**src/rtl/freivalds_pkg.sv**
```systemverilog
`timescale 1ns/1ps
package freivalds_pkg;

    // Sequencer states: one pass through BR..CMP is one trial
    typedef enum logic [2:0] {
        ST_IDLE,
        ST_BR,
        ST_ABR,
        ST_CR,
        ST_CMP,
        ST_DONE
    } fv_state_e;

    // Lane 0 works on the random vector, lane 1 on its complement
    localparam int unsigned NLANE = 2;

    // Control decoded from the sequencer state
    typedef struct packed {
        logic accept;
        logic advance;
        logic last;
    } fv_ctl_t;

    // Width that holds a sum of 'terms' values each 'term_w' bits wide
    function automatic int unsigned acc_w(int unsigned term_w, int unsigned terms);
        return term_w + ((terms > 1) ? $clog2(terms) : 0);
    endfunction

    // Width of one element of an exact product of two dw-bit matrices
    function automatic int unsigned c_elem_w(int unsigned dw, int unsigned n);
        return acc_w(2 * dw, n);
    endfunction

    function automatic int unsigned max_w(int unsigned x, int unsigned y);
        return (x > y) ? x : y;
    endfunction

endpackage

```
**src/rtl/fv_row_mac.sv**
```systemverilog
`timescale 1ns/1ps
module fv_row_mac
    import freivalds_pkg::*;
#(
    parameter  int unsigned N  = 3,
    parameter  int unsigned MW = 8,
    parameter  int unsigned VW = 10,
    localparam int unsigned OW = acc_w(MW + VW, N)
) (
    input  logic [N*MW-1:0] row_i,
    input  logic [N*VW-1:0] vec_i,
    output logic [OW-1:0]   dot_o
);
    // Dot product of one matrix row with the vector, wide enough to never wrap
    always_comb begin
        dot_o = '0;
        for (int j = 0; j < N; j++) begin
            dot_o = dot_o + (OW'(row_i[j*MW +: MW]) * OW'(vec_i[j*VW +: VW]));
        end
    end
endmodule

```
**src/rtl/fv_matvec.sv**
```systemverilog
`timescale 1ns/1ps
module fv_matvec
    import freivalds_pkg::*;
#(
    parameter  int unsigned N  = 3,
    parameter  int unsigned MW = 8,
    parameter  int unsigned VW = 10,
    localparam int unsigned OW = acc_w(MW + VW, N)
) (
    input  logic [N*N*MW-1:0] mat_i,
    input  logic [N*VW-1:0]   vec_i,
    output logic [N*OW-1:0]   res_o
);
    for (genvar i = 0; i < N; i++) begin : g_row
        fv_row_mac #(
            .N  (N),
            .MW (MW),
            .VW (VW)
        ) u_mac (
            .row_i (mat_i[i*N*MW +: N*MW]),
            .vec_i (vec_i),
            .dot_o (res_o[i*OW +: OW])
        );
    end
endmodule

```
**config.mk**
```make
export PLATFORM = sky130hd
export DESIGN_NAME = fv_matvec
export DESIGN_NICKNAME = d
export VERILOG_FILES = /design/src/rtl/freivalds_pkg.sv /design/src/rtl/fv_row_mac.sv /design/src/rtl/fv_matvec.sv
export SDC_FILE = /design/constraint.sdc
export NUM_CORES = 2
export LEC_CHECK = 0
export ABC_AREA = 1
export ABC_CLOCK_PERIOD_IN_PS = 14900
export BUFFER_PORTS_ARGS = -buffer_cell sky130_fd_sc_hd__clkbuf_2
export CAP_MARGIN = 10
export CORE_MARGIN = 2
export CORE_UTILIZATION = 70
export DETAILED_ROUTE_END_ITERATION = 8
export MAX_ROUTING_LAYER = met4
export PLACE_DENSITY = 0.94
export SETUP_SLACK_MARGIN = 0.02
export SLEW_MARGIN = 20
export SYNTH_ARGS = -nofsm -noshare
export SYNTH_HDL_FRONTEND = slang
export SYNTH_SLANG_ARGS = --single-unit
```
**constraint.sdc**
```tcl
create_clock -name vclk -period 14.9
set_input_delay 0.745 -clock vclk [all_inputs]
set_output_delay 0.745 -clock vclk [all_outputs]
set_load 0.01 [all_outputs]
```
==> results.md <==
- Status: completed
- Initial drt markers: roughly 1900
- Worst slew margin: 0.476
- # fillers: between 2000 and 3000
- Max-Cap Viols: 0
- WL/cell: between 10 and 15 um
- Largest net degree at the start of global routing: 25
- Worst EP required: 14160 ps
- Clock buf count: 0
- Critical Path Max Stage Delay: 590 ps
- Final #Nets: 4946
- Seq. cell area: 0 um2
- CP Data Arrival Time: 9040 ps
- Crit path launch type: primary input
- First drt pass iteration count: 6
- Vias in the first global route: 26100
- Std cell rows: 72
- GRT overflow: 0
- Seq/Total Area, Yosys: 0
- Avg Inst Size Synth: between 6 and 7 um2
- Mapped Cells: slightly below 4000
- Yosys cell types: 17
- DR vias: 23500
- Met2 usage: 0.644
- M3 GR Usage: 0.0448
- Gr usage total: 0.359
- Setup bufs post-CTS: 0
- Port-buffer cells: between 150 and 200
- DRC Markers: 0
- Remaining antenna violation count after routing: 0
- Setup TNS: 0 ps
- Worst setup EP type: primary output
- Slowest cell on crit path: clkbuf_2
- Synth Warn #: 0
- Starting Density: 0.708
- Synth top area share: 0.415
- Worst Max-Slew Pin Slew: 786 ps
- Final Hold Fails: 0
- Cell taking the most area after synthesis: fa_1
- Wire length of the first global-routing pass: about 120 mm
- # setup viols final: 0
- Final min period: slightly below 10000 ps
- Final core occ: 0.734
- Share of layout cells above drive strength 1: 0.0534
- Setup Crit Path Kind: primary input to primary output
- Most used cell, CP: fa_1
- Post-CTS Resized: 0
- Detailed-route wire length: ~67 mm
- Fmax: 102 MHz
- Die W: 202 um
- Initial antenna violation count: 3
- Crit path max fanout: 24
- Post-CTS Hold Buffers: 0
- Slew Limit Fails: 0
- IO Pins: around 160
- Die ar.: 40700 um2
- Area grow syn2layout: 3.56%
- Seq_cells: 0
- Synthesized cell area: ~27000 um2
- Most instantiated cells after synthesis: inv_1 (1348), nand2_1 (1261), fa_1 (567), ha_1 (327), clkbuf_1 (103)
- GP Congestion: 0.954
- Top-count cell post-synth: inv_1
- Largest cells by area after synthesis: fa_1 (41%), inv_1 (18%), nand2_1 (17%), ha_1 (15%), clkbuf_1 (1.4%)
- RSZ-0062 raised after global routing: false
- Tcrit/Tclk final: 0.657
- Core area: around 39000 um2
- Synthesized Nets: between 4000 and 5000
- Die Span Y: 202 um
- Met1 usage: 0.383
- Via density: around 5.3
- HP Class: primary input to primary output
- Hpwl dp: 57.0 mm
- Busiest grt layer: met2
-- cell type report --
class / instances / area, um2 / area share
timing repair buffer: 162 / 811 / 0.0286
antenna: 5 / 12.5 / 0.000441
multi-input combinational: 2429 / 21800 / 0.768
tap: 518 / 648 / 0.0229
inverter: 1357 / 5090 / 0.180
-- critical path, delay by kind of cell --
family                   cells  cell delay (ps)
adder cells (fa/ha/maj)     12             5590
buffers and inverters       10             1270
AND/OR/NAND/NOR             10              970
XOR/XNOR                     1              270
AO/OA/AOI/OAI                1              160
-- logic make-up (layout without fill, tap and decap cells) --
family | Yosys count | count (layout) | share of synthesized area
AOI/OAI and AO/OA | 54 | 54 | 0.00987
buffers and inverters | 1489 | 1519 | 0.204
xor gates and xnor gates | 45 | 45 | 0.0144
other | 0 | 5 | 0
adders and majority gates | 894 | 894 | 0.564
and+or+nand+nor | 1436 | 1436 | 0.208
-- worst paths after layout --
| kind | endpoint | depth (start not counted) | startpoint | slack (ps) |
|---|---|---|---|---|
| worst max-delay path | res_o[57] | 34 | vec_i[3] | 5110 |
| worst min-delay path | res_o[20] | 5 | mat_i[40] | 2090 |
-- placed cells by master, fill, tap and decap left out, drive strengths merged, types with 24 or more instances in the layout --
cell type,n
xor2,25
nor2,46
clkbuf,162
a21oi,54
nand2,1285
inv,1357
ha,327
nand3,68
fa,567
nor3,24
-- per-stage QoR --
step	cell area (um2)	hold WS [ps]	worst slack, ps	cells
final	28400	2090	5110	4471
after global routing	28300	2150	4630	4469
after CTS	28300	2090	5140	4466
after detailed placement	28300	2090	5150	4466
after global placement	28300	2080	5400	4466
after floorplan	27400	1730	6160	3918
-- routing by layer --
layer,wire length [um],up-vias,part of all wire
li1,-,10900,-
met1,22500,11100,0.34
met2,34100,1178,0.51
met3,5570,388,0.084
met4,4450,0,0.067
met5,0,-,0
Power is left out: the tool's default activity adds up to more than one toggle a clock period on the data nets, which glitch-free logic cannot reach.
